`config.mk`:
```
export PLATFORM = sky130hd
export DESIGN_NAME = adc_scan_ctrl
export DESIGN_NICKNAME = d
export VERILOG_FILES = /design/src/rtl/adc_scan_pkg.sv /design/src/rtl/adc_scan_regs.sv /design/src/rtl/adc_scan_seq.sv /design/src/rtl/adc_scan_result.sv /design/src/rtl/adc_scan_ctrl.sv
export SDC_FILE = /design/constraint.sdc
export NUM_CORES = 1
export LEC_CHECK = 0
export BUFFER_PORTS_ARGS = -buffer_cell sky130_fd_sc_hd__buf_4
export CORE_MARGIN = 1
export CORE_UTILIZATION = 45
export CTS_BUF_LIST = sky130_fd_sc_hd__clkbuf_8
export DETAILED_ROUTE_END_ITERATION = 12
export PLACE_DENSITY = 0.61
export SLEW_MARGIN = 20
export SYNTH_ARGS = -nofsm -noshare
export SYNTH_HDL_FRONTEND = slang
export SYNTH_SLANG_ARGS = --single-unit
export TNS_END_PERCENT = 20
```
`constraint.sdc`:
```
create_clock -name clk_i -period 2.8 [get_ports clk_i]
set_input_delay 0.7 -clock clk_i [delete_from_list [all_inputs] [get_ports clk_i]]
set_output_delay 0.7 -clock clk_i [all_outputs]
set_load 0.01 [all_outputs]
```
`src/rtl/adc_scan_pkg.sv`:
```
package adc_scan_pkg;
  parameter int unsigned CHANS    = 16;
  parameter int unsigned CH_W     = $clog2(CHANS);
  parameter int unsigned SAMPLE_W = 12;
  parameter int unsigned GAIN_W   = 4;
  parameter int unsigned DATA_W   = 8;
  parameter int unsigned ADDR_W   = 4;
  parameter int unsigned RES_W    = SAMPLE_W + CH_W;

  localparam logic [ADDR_W-1:0] OFS_DATA = 4'd0;
  localparam logic [ADDR_W-1:0] OFS_GAIN = 4'd1;
  localparam logic [ADDR_W-1:0] OFS_MUX  = 4'd2;
  localparam logic [ADDR_W-1:0] OFS_STAT = 4'd8;
  localparam logic [ADDR_W-1:0] OFS_CTRL = 4'd9;

  typedef enum logic [1:0] {
    TRIG_OFF   = 2'd0,
    TRIG_SOFT  = 2'd1,
    TRIG_EXT   = 2'd2,
    TRIG_PACER = 2'd3
  } trig_e;

  typedef struct packed {
    logic       inte;
    logic [2:0] irq_sel;
    logic       spare;
    logic       dmae;
    trig_e      trig;
  } ctrl_t;
endpackage

```
`src/rtl/adc_scan_regs.sv`:
```
module adc_scan_regs
  import adc_scan_pkg::*;
(
  input  logic              clk_i,
  input  logic              rst_ni,
  input  logic              wr_i,
  input  logic [ADDR_W-1:0] addr_i,
  input  logic [DATA_W-1:0] wdata_i,
  input  logic [CH_W-1:0]   rd_chan_i,
  output logic [CH_W-1:0]   first_o,
  output logic [CH_W-1:0]   last_o,
  output ctrl_t             ctrl_o,
  output logic [GAIN_W-1:0] gain_o,
  output logic              win_load_o,
  output logic              soft_wr_o,
  output logic              clr_o
);
  logic              gain_we, ctrl_we;
  logic [CH_W-1:0]   sel_q, first_q, last_q;
  ctrl_t             ctrl_q;
  logic [GAIN_W-1:0] gain_q [CHANS];

  assign win_load_o = wr_i && (addr_i == OFS_MUX);
  assign gain_we    = wr_i && (addr_i == OFS_GAIN);
  assign ctrl_we    = wr_i && (addr_i == OFS_CTRL);
  assign soft_wr_o  = wr_i && (addr_i == OFS_DATA);
  assign clr_o      = wr_i && (addr_i == OFS_STAT);

  always_ff @(posedge clk_i or negedge rst_ni) begin
    if (!rst_ni) begin
      first_q <= '0;
      last_q  <= '0;
      sel_q   <= '0;
    end else if (win_load_o) begin
      first_q <= wdata_i[CH_W-1:0];
      last_q  <= wdata_i[2*CH_W-1:CH_W];
      sel_q   <= wdata_i[CH_W-1:0];
    end
  end

  always_ff @(posedge clk_i or negedge rst_ni) begin
    if (!rst_ni)      ctrl_q <= '0;
    else if (ctrl_we) ctrl_q <= ctrl_t'(wdata_i);
  end

  for (genvar g = 0; g < CHANS; g++) begin : g_gain
    always_ff @(posedge clk_i or negedge rst_ni) begin
      if (!rst_ni)                             gain_q[g] <= '0;
      else if (gain_we && sel_q == CH_W'(g))   gain_q[g] <= wdata_i[GAIN_W-1:0];
    end
  end

  assign gain_o  = gain_q[rd_chan_i];
  assign first_o = first_q;
  assign last_o  = last_q;
  assign ctrl_o  = ctrl_q;
endmodule

```
`src/rtl/adc_scan_seq.sv`:
```
module adc_scan_seq
  import adc_scan_pkg::*;
(
  input  logic              clk_i,
  input  logic              rst_ni,
  input  trig_e             mode_i,
  input  logic              soft_wr_i,
  input  logic              ext_trig_i,
  input  logic              pacer_tick_i,
  input  logic              se_mode_i,
  input  logic [CH_W-1:0]   first_i,
  input  logic [CH_W-1:0]   last_i,
  input  logic              win_load_i,
  input  logic [CH_W-1:0]   load_first_i,
  input  logic              conv_done_i,
  input  logic              ovr_clr_i,
  input  logic [GAIN_W-1:0] gain_i,
  output logic [CH_W-1:0]   issue_chan_o,
  output logic [CH_W-1:0]   ptr_o,
  output logic              start_o,
  output logic [CH_W-1:0]   chan_o,
  output logic [GAIN_W-1:0] gain_o,
  output logic              busy_o,
  output logic              done_o,
  output logic              overrun_o
);
  localparam int unsigned HALF = CHANS / 2;
  localparam logic [CH_W-1:0] MASK_SE   = CH_W'(CHANS - 1);
  localparam logic [CH_W-1:0] MASK_DIFF = CH_W'(HALF - 1);

  logic            ext_q, busy_q, start_q, ovr_q, trig_ev, accept;
  logic [CH_W-1:0] ptr_q, chan_q, mask, ptr_step;
  logic [GAIN_W-1:0] gain_q;

  always_comb begin
    unique case (mode_i)
      TRIG_SOFT:  trig_ev = soft_wr_i;
      TRIG_EXT:   trig_ev = ext_trig_i && !ext_q;
      TRIG_PACER: trig_ev = pacer_tick_i;
      default:    trig_ev = 1'b0;
    endcase
  end

  assign mask         = se_mode_i ? MASK_SE : MASK_DIFF;
  assign issue_chan_o = ptr_q & mask;
  assign ptr_step     = (ptr_q == last_i) ? first_i : ((ptr_q + 1'b1) & mask);
  assign accept       = trig_ev && !busy_q;
  assign done_o       = conv_done_i && busy_q;

  always_ff @(posedge clk_i or negedge rst_ni) begin
    if (!rst_ni) ext_q <= 1'b0;
    else         ext_q <= ext_trig_i;
  end

  // window write overrides a same-cycle advance
  always_ff @(posedge clk_i or negedge rst_ni) begin
    if (!rst_ni)         ptr_q <= '0;
    else if (win_load_i) ptr_q <= load_first_i;
    else if (accept)     ptr_q <= ptr_step;
  end

  always_ff @(posedge clk_i or negedge rst_ni) begin
    if (!rst_ni) begin
      busy_q  <= 1'b0;
      start_q <= 1'b0;
      chan_q  <= '0;
      gain_q  <= '0;
    end else begin
      start_q <= accept;
      if (accept) begin
        busy_q <= 1'b1;
        chan_q <= issue_chan_o;
        gain_q <= gain_i;
      end else if (done_o) begin
        busy_q <= 1'b0;
      end
    end
  end

  // set wins over clear
  always_ff @(posedge clk_i or negedge rst_ni) begin
    if (!rst_ni)                 ovr_q <= 1'b0;
    else if (trig_ev && busy_q)  ovr_q <= 1'b1;
    else if (ovr_clr_i)          ovr_q <= 1'b0;
  end

  assign ptr_o     = ptr_q;
  assign start_o   = start_q;
  assign chan_o    = chan_q;
  assign gain_o    = gain_q;
  assign busy_o    = busy_q;
  assign overrun_o = ovr_q;
endmodule

```
`src/rtl/adc_scan_result.sv`:
```
module adc_scan_result
  import adc_scan_pkg::*;
(
  input  logic                clk_i,
  input  logic                rst_ni,
  input  logic                done_i,
  input  logic [SAMPLE_W-1:0] data_i,
  input  logic [CH_W-1:0]     chan_i,
  input  logic                clr_i,
  input  logic                dmae_i,
  input  logic                inte_i,
  input  logic                dma_ack_i,
  output logic [RES_W-1:0]    result_o,
  output logic                ready_o,
  output logic                irq_o,
  output logic                dma_req_o
);
  logic [RES_W-1:0] res_q;
  logic             ready_q, dma_q;

  always_ff @(posedge clk_i or negedge rst_ni) begin
    if (!rst_ni)     res_q <= '0;
    else if (done_i) res_q <= {data_i, chan_i};
  end

  always_ff @(posedge clk_i or negedge rst_ni) begin
    if (!rst_ni)     ready_q <= 1'b0;
    else if (done_i) ready_q <= 1'b1;
    else if (clr_i)  ready_q <= 1'b0;
  end

  always_ff @(posedge clk_i or negedge rst_ni) begin
    if (!rst_ni)               dma_q <= 1'b0;
    else if (done_i && dmae_i) dma_q <= 1'b1;
    else if (dma_ack_i)        dma_q <= 1'b0;
  end

  assign result_o  = res_q;
  assign ready_o   = ready_q;
  assign irq_o     = ready_q && inte_i && !dmae_i;
  assign dma_req_o = dma_q;
endmodule

```
`src/rtl/adc_scan_ctrl.sv`:
```
module adc_scan_ctrl
  import adc_scan_pkg::*;
(
  input  logic                clk_i,
  input  logic                rst_ni,
  input  logic                bus_wr_i,
  input  logic [ADDR_W-1:0]   bus_addr_i,
  input  logic [DATA_W-1:0]   bus_wdata_i,
  output logic [DATA_W-1:0]   bus_rdata_o,
  input  logic                se_mode_i,
  input  logic                uni_mode_i,
  input  logic                ext_trig_i,
  input  logic                pacer_tick_i,
  output logic                conv_start_o,
  output logic [CH_W-1:0]     conv_chan_o,
  output logic [GAIN_W-1:0]   conv_gain_o,
  input  logic                conv_done_i,
  input  logic [SAMPLE_W-1:0] conv_data_i,
  output logic                irq_o,
  output logic [2:0]          irq_sel_o,
  output logic                dma_req_o,
  input  logic                dma_ack_i,
  output logic                overrun_o
);
  logic [CH_W-1:0]   first, last, issue_chan, ptr;
  logic [GAIN_W-1:0] lut_gain;
  logic              win_load, soft_wr, clr, busy, done, ready;
  logic [1:0]        trig_mode;
  logic [RES_W-1:0]  result;
  ctrl_t             ctrl;

  adc_scan_regs i_regs (
    .clk_i      (clk_i),
    .rst_ni     (rst_ni),
    .wr_i       (bus_wr_i),
    .addr_i     (bus_addr_i),
    .wdata_i    (bus_wdata_i),
    .rd_chan_i  (issue_chan),
    .first_o    (first),
    .last_o     (last),
    .ctrl_o     (ctrl),
    .gain_o     (lut_gain),
    .win_load_o (win_load),
    .soft_wr_o  (soft_wr),
    .clr_o      (clr)
  );

  adc_scan_seq i_seq (
    .clk_i        (clk_i),
    .rst_ni       (rst_ni),
    .mode_i       (ctrl.trig),
    .soft_wr_i    (soft_wr),
    .ext_trig_i   (ext_trig_i),
    .pacer_tick_i (pacer_tick_i),
    .se_mode_i    (se_mode_i),
    .first_i      (first),
    .last_i       (last),
    .win_load_i   (win_load),
    .load_first_i (bus_wdata_i[CH_W-1:0]),
    .conv_done_i  (conv_done_i),
    .ovr_clr_i    (clr),
    .gain_i       (lut_gain),
    .issue_chan_o (issue_chan),
    .ptr_o        (ptr),
    .start_o      (conv_start_o),
    .chan_o       (conv_chan_o),
    .gain_o       (conv_gain_o),
    .busy_o       (busy),
    .done_o       (done),
    .overrun_o    (overrun_o)
  );

  adc_scan_result i_result (
    .clk_i     (clk_i),
    .rst_ni    (rst_ni),
    .done_i    (done),
    .data_i    (conv_data_i),
    .chan_i    (conv_chan_o),
    .clr_i     (clr),
    .dmae_i    (ctrl.dmae),
    .inte_i    (ctrl.inte),
    .dma_ack_i (dma_ack_i),
    .result_o  (result),
    .ready_o   (ready),
    .irq_o     (irq_o),
    .dma_req_o (dma_req_o)
  );

  assign trig_mode = ctrl.trig;
  assign irq_sel_o = ctrl.irq_sel;

  always_comb begin
    unique case (bus_addr_i)
      OFS_DATA: bus_rdata_o = result[DATA_W-1:0];
      OFS_GAIN: bus_rdata_o = result[RES_W-1:DATA_W];
      OFS_MUX:  bus_rdata_o = {last, first};
      OFS_STAT: bus_rdata_o = {busy, uni_mode_i, se_mode_i, ready, ptr};
      OFS_CTRL: bus_rdata_o = ctrl;
      default:  bus_rdata_o = '0;
    endcase
  end
endmodule

```
==> results.json, run 1 <==
{
  "status": "finished, final reports clean",
  "htree_levels": 4,
  "slew_violations": 0,
  "p_switching_uw": 1580,
  "synth_fp_nets": 428,
  "finish.utilization": 0.560,
  "setup_tns_ns": 0,
  "drv_cap": 0,
  "clockRootBuffer": "clkbuf_8",
  "synth_cell_types": 45,
  "die_h_um": 111,
  "power_frac_seq": 0.423,
  "area_growth_pct": 20.8,
  "syn_avg_cell_area_um2": 13.5,
  "crit_path_start_kind": "input pin",
  "final_hold_viol_count": 0,
  "routed.top_layer": "met4",
  "ff2ff_setup_slack_ns": 0.69,
  "grt_pass1_wl_um": 19900,
  "fmax_ghz": 0.391,
  "yosys_warnings": 0,
  "postCtsHoldBufs": 0,
  "synth-edff-count": 0,
  "clk_pin_slew_ns": 0.07,
  "cts_tree": "yes",
  "via_per_inst": 5.64,
  "tightest_slew_ns": 0.783,
  "relSlewSlack": 0.477,
  "initial_core_util": 0.464,
  "switching_share": 0.290,
  "criticalPathCategory": "input pin to primary output",
  "post-cts-setup-buffer-count": 0,
  "drtIter0Drc": 192,
  "grt_pass1_vias": 3731,
  "reg2reg_to": "i_seq.gain_o[1]$_DFFE_PN0P_",
  "setup_violations": 0,
  "vias": 3489,
  "wl_met2_um": 5790,
  "core_area_um2": 11500,
  "drc": 0,
  "pwr-share-comb": 0.246,
  "overflow": 0,
  "startpoint": "bus_addr_i[2]",
  "critical_path_arrival_ns": 1.86,
  "path_max_fanout": 9,
  "grt_usage": 0.214,
  "cts_buffers": 17,
  "yosys.area.top_type": "dfrtp_1",
  "p_clk_frac": 0.331,
  "yosysSeqAreaShare": 0.536,
  "clock-skew-final_ns": 0.0103,
  "io_buffers": 55,
  "ir_drop_mv": 0.651,
  "grt_setup_unrepaired": "false",
  "dieArea_um2": 12300,
  "synth.most_common_cell": "dfrtp_1",
  "pre_cts_slack_ns": 0.261,
  "multi_input_area_um2": 2330,
  "dp_hpwl_um": 8310,
  "cts_resized": 0,
  "endpoint": "bus_rdata_o[7]",
  "r2r-start": "i_seq.ptr_o[0]$_DFFE_PN0P_",
  "ys_ff_latch": 114,
  "clk_latency_ns": 0.42,
  "synth_top_area_share": 0.536,
  "regArea_um2": 2850,
  "wire_per_inst_um": 19.4,
  "grt_max_degree": 43,
  "first_pass_iters": 4,
  "p_leak_uw": 0.00307,
  "nets": 497,
  "finalPower_uw": 5460,
  "postSynthCellCount": 394,
  "ys_top_cells_by_count": "114 x dfrtp_1, 96 x mux2_2, 51 x nand2_1",
  "worst_setup_path_end_kind": "primary output",
  "r2r_cells": 6,
  "async_reset_ff_frac": 1.00,
  "synthTopCellsByArea": "dfrtp_1 54%, mux2_2 20%, mux4_2 6.8%",
  "min-delay-path-class": "input pin to async pin",
  "grt_antenna_before_repair": 0,
  "boundaryPins": 56,
  "rows": 39,
  "die_x_um": 111,
  "period_needed_ns": 2.56,
  "powerDensity_nw_per_um2": 850,
  "cts_buffer_depth": 2,
  "antenna_cells": 0,
  "ant_nets": 0,
  "setup_ws_ns": 0.243,
  "cts_sinks": 114,
  "syn_area_um2": 5320,
  "period_share": 0.913,
  "synthFlopType": "dfrtp_1",
  "worstPathRequired_ns": 2.10,
  "n_fill_cell": 955,
  "place.gp.congestion": 0.784,
  "totalWireLength_um": 12000,
  "dr_wl_met3_um": 555,
  "layout-drive-gt1-share": 0.471,
  "p_int_uw": 3880,
  "wl_met1_um": 5370
}
-- final cells by class --
type	instances	area share
sequential	114	0.444
clock inverter	14	0.0341
timing repair buffer	74	0.0904
clock buffer	18	0.0386
inverter	4	0.00234
tap	143	0.0279
multi-input combinational	252	0.363
-- power groups by stage --
stage / Clock [uW] / Sequential (uW) / Combinational, uW
floorplan: 0 / 2210 / 939
global placement: 0 / 2330 / 1330
detailed placement: 0 / 2340 / 1360
CTS: 1840 / 2310 / 1360
global route: 1920 / 2360 / 1460
finish: 1810 / 2310 / 1340
-- registers in the layout (all words and copies together), names as in the netlist --
signal and count:
i_seq.gain_o 4, i_seq.start_o 1, i_regs.gain_q 64, i_seq.ext_q 1, i_result.ready_o 1, i_result.dma_req_o 1, i_regs.ctrl_o 8, i_seq.busy_o 1
i_regs.last_o 4, i_regs.sel_q 4, i_seq.ptr_o 4, i_seq.overrun_o 1, i_seq.chan_o 4, i_result.result_o 16
-- worst min path at each step --
stage                                           from                               end  slack [ns]
finish                                        rst_ni    i_result.dma_req_o$_DFFE_PN0P_        0.19
global route                                  rst_ni    i_result.dma_req_o$_DFFE_PN0P_        0.17
floorplan                                     rst_ni      i_regs.ctrl_o[0]$_DFFE_PN0P_        0.40
CTS                                           rst_ni    i_result.dma_req_o$_DFFE_PN0P_        0.17
detailed placement  i_result.result_o[3]$_DFFE_PN0P_  i_result.result_o[3]$_DFFE_PN0P_        0.49
global placement    i_result.result_o[3]$_DFFE_PN0P_  i_result.result_o[3]$_DFFE_PN0P_        0.47
-- placed cells by master, fill, tap and decap left out, types with 3 or more instances in the layout --
| master | n |
|---|---|
| a222oi_1 | 8 |
| a22oi_1 | 16 |
| buf_4 | 72 |
| bufinv_16 | 6 |
| clkbuf_8 | 18 |
| clkinv_2 | 4 |
| dfrtp_1 | 114 |
| inv_1 | 7 |
| mux2_2 | 96 |
| mux4_2 | 16 |
| nand2_1 | 51 |
| nand3_1 | 5 |
| nor2_1 | 6 |
| nor3_1 | 5 |
| o21ai_0 | 7 |
| or3_1 | 3 |
| xor2_1 | 5 |
-- metrics by stage --
| stage | cell area [um^2] | cells | hold WS (ns) |
|---|---|---|---|
| finish | 6420 | 619 | 0.186 |
| global route | 6420 | 619 | 0.172 |
| CTS | 6420 | 619 | 0.170 |
| detailed placement | 5960 | 587 | 0.485 |
| global placement | 5960 | 587 | 0.468 |
| floorplan | 5320 | 394 | 0.404 |
-- per-layer routing --
metal / GRT usage / up-vias
met4: 0.0809 / 0
met3: 0.0569 / 23
li1: - / 1601
met1: 0.277 / 1776
met5: 0 / -
met2: 0.343 / 89
-- cells by family after synthesis --
logic type,Yosys count,share of synthesized area
flip-flops,114,0.536
XOR/XNOR,6,0.00988
multiplexers,114,0.275
adder cells (fa/ha/maj),1,0.00235
buffers and inverters,28,0.0256
AND/OR/NAND/NOR,91,0.0932
AO/OA/AOI/OAI,40,0.0577
-- critical path: stages --
cell and delay (ns):
buf_4 0.15, nor4_4 0.56, a22oi_1 0.22, nand2_1 0.11
buf_4 0.12
(Power assumes the default switching activity.)
==> run 2, diff against run 1 <==
==> constraint.sdc (replaced) <==
create_clock -name clk_i -period 2.8 [get_ports clk_i]
set_input_delay 0.14 -clock clk_i [delete_from_list [all_inputs] [get_ports clk_i]]
set_output_delay 0.14 -clock clk_i [all_outputs]
set_load 0.01 [all_outputs]
==> results.json, run 2 (synthesis results as in run 1) <==
{
  "status": "finished, final reports clean",
  "final_hold_viol_count": 0,
  "worstHoldStart": "bus_wdata_i[1]",
  "grt_max_degree": 69,
  "boundaryPins": 56,
  "area_growth_pct": 20.4,
  "cts_buffer_depth": 2,
  "final_cells": 623,
  "largest_register": "i_regs.gain_q",
  "clockRootBuffer": "clkbuf_8",
  "layout-drive-gt1-share": 0.429,
  "relSlewSlack": 0.411,
  "setup_violations": 0,
  "totalWireLength_um": 11800,
  "clk_latency_ns": 0.43,
  "grt_antenna_before_repair": 0,
  "grt_usage": 0.213,
  "crit_family": "simple AND/OR/NAND/NOR gates",
  "setup_tns_ns": 0,
  "grt_setup_unrepaired": "false",
  "largest_register_ff_count": 64,
  "p_clk_frac": 0.257,
  "startpoint": "i_regs.sel_q[0]$_DFFE_PN0P_",
  "cts_sinks": 114,
  "criticalPathCategory": "flop to flop",
  "min-delay-path-class": "input pin to flop",
  "crit_path_start_kind": "flop",
  "post-cts-setup-buffer-count": 0,
  "first_pass_iters": 5,
  "grt_pass1_vias": 3690,
  "layout_commonest_cell": "dfrtp_1",
  "cp_slowest_cell": "dfrtp_1",
  "grt_pass1_wl_um": 19800,
  "io_buffers": 55,
  "critical_path_arrival_ns": 2.38,
  "p_int_uw": 3420,
  "dp_hpwl_um": 8190,
  "slew_violations": 0,
  "powerDensity_nw_per_um2": 765,
  "rows": 39,
  "wire_per_inst_um": 19.0,
  "core_area_um2": 11500,
  "clk_pin_slew_ns": 0.06,
  "overflow": 0,
  "die_x_um": 111,
  "nets": 507,
  "dieArea_um2": 12300,
  "ir_drop_mv": 0.565,
  "cts_tree": "yes",
  "drv_cap": 0,
  "period_needed_ns": 2.06,
  "p_switching_uw": 1470,
  "cts_buffers": 17,
  "final_cell_mix": "114 x dfrtp_1, 96 x mux2_2, 61 x buf_4",
  "pwr-share-comb": 0.266,
  "tightest_slew_ns": 0.881,
  "cts_resized": 0,
  "initial_core_util": 0.464,
  "period_share": 0.737,
  "r2r-start": "i_regs.sel_q[0]$_DFFE_PN0P_",
  "worstPathRequired_ns": 3.11,
  "cp_num_buf_inv": 0,
  "power_frac_seq": 0.478,
  "via_per_inst": 5.63,
  "place.gp.congestion": 0.746,
  "worst_setup_path_end_kind": "flop",
  "crit_chain": "nand2b_1, nor3_1, mux2_2",
  "htree_levels": 4,
  "cpPeakStageDelay_ns": 0.67,
  "drtIter0Drc": 221,
  "antenna_cells": 0,
  "ant_nets": 0,
  "finish.utilization": 0.558,
  "fmax_ghz": 0.485,
  "clock-skew-final_ns": 0.00485,
  "vias": 3507,
  "p_leak_uw": 0.00303,
  "dp_cells": 576,
  "drc": 0,
  "postCtsHoldBufs": 21,
  "path_max_fanout": 15,
  "switching_share": 0.301,
  "hold_ws_ns": 0.0754,
  "die_h_um": 111
}
run 2: cell types whose count changed in the layout (fill, tap and decap cells not counted), sizes merged:
cell	previous run	this run
buf	74	63
dlygate4sd3	0	21
bufinv	6	0
clkinv	4	0
clkbuf	18	22
clkinvlp	1	0
inv	7	8
run 2: worst paths after layout:
check                           slack [ns]                          endpoint  cells after the start
worst max-delay path                  0.74     i_regs.gain_q[25]$_DFFE_PN0P_                      3
worst max register to register        0.74     i_regs.gain_q[25]$_DFFE_PN0P_                      3
worst min register to register        0.49  i_result.result_o[3]$_DFFE_PN0P_                      2
min in group asynchronous             0.26    i_result.dma_req_o$_DFFE_PN0P_                      2
worst min-delay path                  0.08       i_regs.sel_q[1]$_DFFE_PN0P_                      3
max in group asynchronous             1.77     i_regs.gain_q[44]$_DFFE_PN0P_                      3
run 2: power groups by stage:
stage                     registers [uW]  logic, uW  clock network, uW
final                               2340       1300               1260
after global routing                2390       1420               1370
after CTS                           2340       1320               1290
after detailed placement            2370       1290                  0
after global placement              2360       1270                  0
after floorplan                     2210        939                  0
run 2: metal layers:
metal / GRT usage / up-vias / share of wire
met3: 0.0640 / 14 / 0.044
met5: 0 / - / 0
met1: 0.269 / 1795 / 0.45
li1: - / 1606 / -
met2: 0.346 / 92 / 0.49
met4: 0.0827 / 0 / 0.019
run 2: layout make-up:
| cell class | count | area (um^2) |
|---|---|---|
| fill | 967 | 5070 |
| sequential | 114 | 2850 |
| multi-input combinational | 252 | 2330 |
| timing repair buffer | 84 | 708 |
| clock buffer | 22 | 303 |
| tap | 143 | 179 |
| clock inverter | 4 | 15.0 |
| inverter | 4 | 15.0 |
run 2: worst reg2reg max path, cell delays in order (launching register included):
cell and delay (ns):
dfrtp_1 0.67, nand2b_1 0.22, nor3_1 0.63, mux2_2 0.42
run 2: per-stage QoR:
| stage | area (um^2) | setup slack (ns) | power [uW] |
|---|---|---|---|
| after global placement | 5870 | 0.691 | 3630 |
| after detailed placement | 5870 | 0.638 | 3660 |
| final | 6400 | 0.737 | 4900 |
| after global routing | 6400 | 0.607 | 5190 |
| after floorplan | 5320 | 0.845 | 3150 |
| after CTS | 6400 | 0.715 | 4960 |
==> run 3, diff against run 2 <==
==> constraint.sdc (replaced) <==
create_clock -name clk_i -period 2 [get_ports clk_i]
set_input_delay 0.1 -clock clk_i [delete_from_list [all_inputs] [get_ports clk_i]]
set_output_delay 0.1 -clock clk_i [all_outputs]
set_load 0.01 [all_outputs]
==> results.json, run 3 (synthesis results as in run 1) <==
{
  "largest_register": "i_regs.gain_q",
  "die_h_um": 111,
  "ant_nets": 0,
  "n_fill_cell": 954,
  "initial_core_util": 0.464,
  "wl_met2_um": 6450,
  "setup_ws_ns": 0.120,
  "clk_pin_slew_ns": 0.07,
  "dp_hpwl_um": 8670,
  "place.gp.congestion": 0.770,
  "drv_cap": 0,
  "crit_cells": 5,
  "r2r-start": "i_seq.ptr_o[0]$_DFFE_PN0P_",
  "finalPower_uw": 7180,
  "cts_sinks": 114,
  "crit_chain": "buf_12, mux4_2, a22oi_1, nand2_1, mux2_2",
  "r2r_cells": 5,
  "vias": 3634,
  "stdcell_area_um2": 6620,
  "path_max_fanout": 12,
  "crit_family": "multiplexers",
  "grt_pass1_wl_um": 21000,
  "cp_num_buf_inv": 1,
  "grt_usage": 0.227,
  "min-delay-path-class": "input pin to flop",
  "boundaryPins": 56,
  "core_area_um2": 11500,
  "final_hold_viol_count": 0,
  "dr_wl_met3_um": 581,
  "clock-skew-final_ns": 0.00930,
  "grt_setup_unrepaired": "false",
  "nets": 527,
  "worst_setup_path_end_kind": "flop",
  "period_needed_ns": 1.88,
  "layout_commonest_cell": "dfrtp_1",
  "dpl-instance-area_um2": 6050,
  "startpoint": "i_seq.ptr_o[0]$_DFFE_PN0P_",
  "grt_pass1_vias": 3865,
  "io_buffers": 55,
  "wl_met1_um": 5400,
  "criticalPathCategory": "flop to flop",
  "drc": 0,
  "rows": 39,
  "setup_tns_ns": 0,
  "clk_latency_ns": 0.43,
  "routed.top_layer": "met4",
  "pre_cts_slack_ns": 0.104,
  "cts_tree": "yes",
  "grt_antenna_before_repair": 0,
  "crit_path_start_kind": "flop",
  "ff2ff_setup_slack_ns": 0.12,
  "cpPeakStageDelay_ns": 0.51,
  "reg2reg_to": "i_seq.gain_o[1]$_DFFE_PN0P_",
  "endpoint": "i_seq.gain_o[1]$_DFFE_PN0P_",
  "first_pass_iters": 5,
  "tightest_slew_ns": 0.632,
  "multi_input_area_um2": 2330,
  "antenna_cells": 0,
  "wire_per_inst_um": 19.7,
  "status": "finished, final reports clean",
  "p_leak_uw": 0.00316,
  "htree_levels": 4,
  "cts_buffers": 17,
  "largest_register_ff_count": 64,
  "critical_path_arrival_ns": 2.20,
  "cts_resized": 0,
  "die_x_um": 111,
  "ir_drop_mv": 0.664,
  "slew_violations": 0,
  "grt_max_degree": 115,
  "regArea_um2": 2850,
  "dieArea_um2": 12300,
  "drtIter0Drc": 246,
  "via_per_inst": 5.62,
  "powerDensity_nw_per_um2": 1080,
  "fmax_ghz": 0.532,
  "cts_buffer_depth": 2,
  "postCtsHoldBufs": 21,
  "worstPathRequired_ns": 2.32,
  "totalWireLength_um": 12700,
  "period_share": 0.940,
  "final_cell_mix": "114 x dfrtp_1, 96 x mux2_2, 79 x buf_4",
  "post-cts-setup-buffer-count": 0,
  "relSlewSlack": 0.578,
  "setup_violations": 0,
  "layout-drive-gt1-share": 0.462,
  "cp_slowest_cell": "mux4_2",
  "overflow": 0,
  "clockRootBuffer": "clkbuf_8",
  "area_growth_pct": 24.4
}
-- run 3: metrics by stage --
stage / hold slack (ns) / utilization / instances
6_report: 0.0255 / 0.577 / 647
5_1_grt: 0.0331 / 0.577 / 647
2_1_floorplan: -0.196 / - / 394
3_3_place_gp: 0.219 / 0.527 / 596
3_5_place_dp: 0.222 / 0.527 / 596
4_1_cts: 0.0134 / 0.577 / 647
-- run 3: worst min-delay path by stage --
stage,start,to,slack (ns),depth (start not counted)
after floorplan,rst_ni,i_regs.ctrl_o[0]$_DFFE_PN0P_,-0.20,0
after global placement,ext_trig_i,i_seq.ext_q$_DFF_PN0_,0.22,1
after detailed placement,ext_trig_i,i_seq.ext_q$_DFF_PN0_,0.22,1
after CTS,bus_wdata_i[1],i_regs.sel_q[1]$_DFFE_PN0P_,0.01,3
after global routing,bus_wdata_i[1],i_regs.sel_q[1]$_DFFE_PN0P_,0.03,3
final,bus_wdata_i[1],i_regs.sel_q[1]$_DFFE_PN0P_,0.03,3
-- run 3: final cells by class --
cell class	instances	share of cell area
timing repair buffer	104	0.133
multi-input combinational	252	0.352
inverter	4	0.00227
clock inverter	6	0.00435
sequential	114	0.431
tap	143	0.0270
clock buffer	24	0.0499
-- run 3: metal layers --
metal	vias to the layer above	GRT usage
li1	1661	-
met1	1832	0.289
met2	112	0.370
met3	29	0.0596
met4	0	0.0942
met5	-	0
-- run 3: worst min-delay path, cell delays in order --
cell and delay (ns):
buf_4 0.18, nand2_1 0.09, nand2_1 0.05
-- run 3: report_power, final --
group,switching (uW),total [uW],internal (uW)
registers,396,3200,2800
logic,918,2050,1130
clock network,872,1930,1060
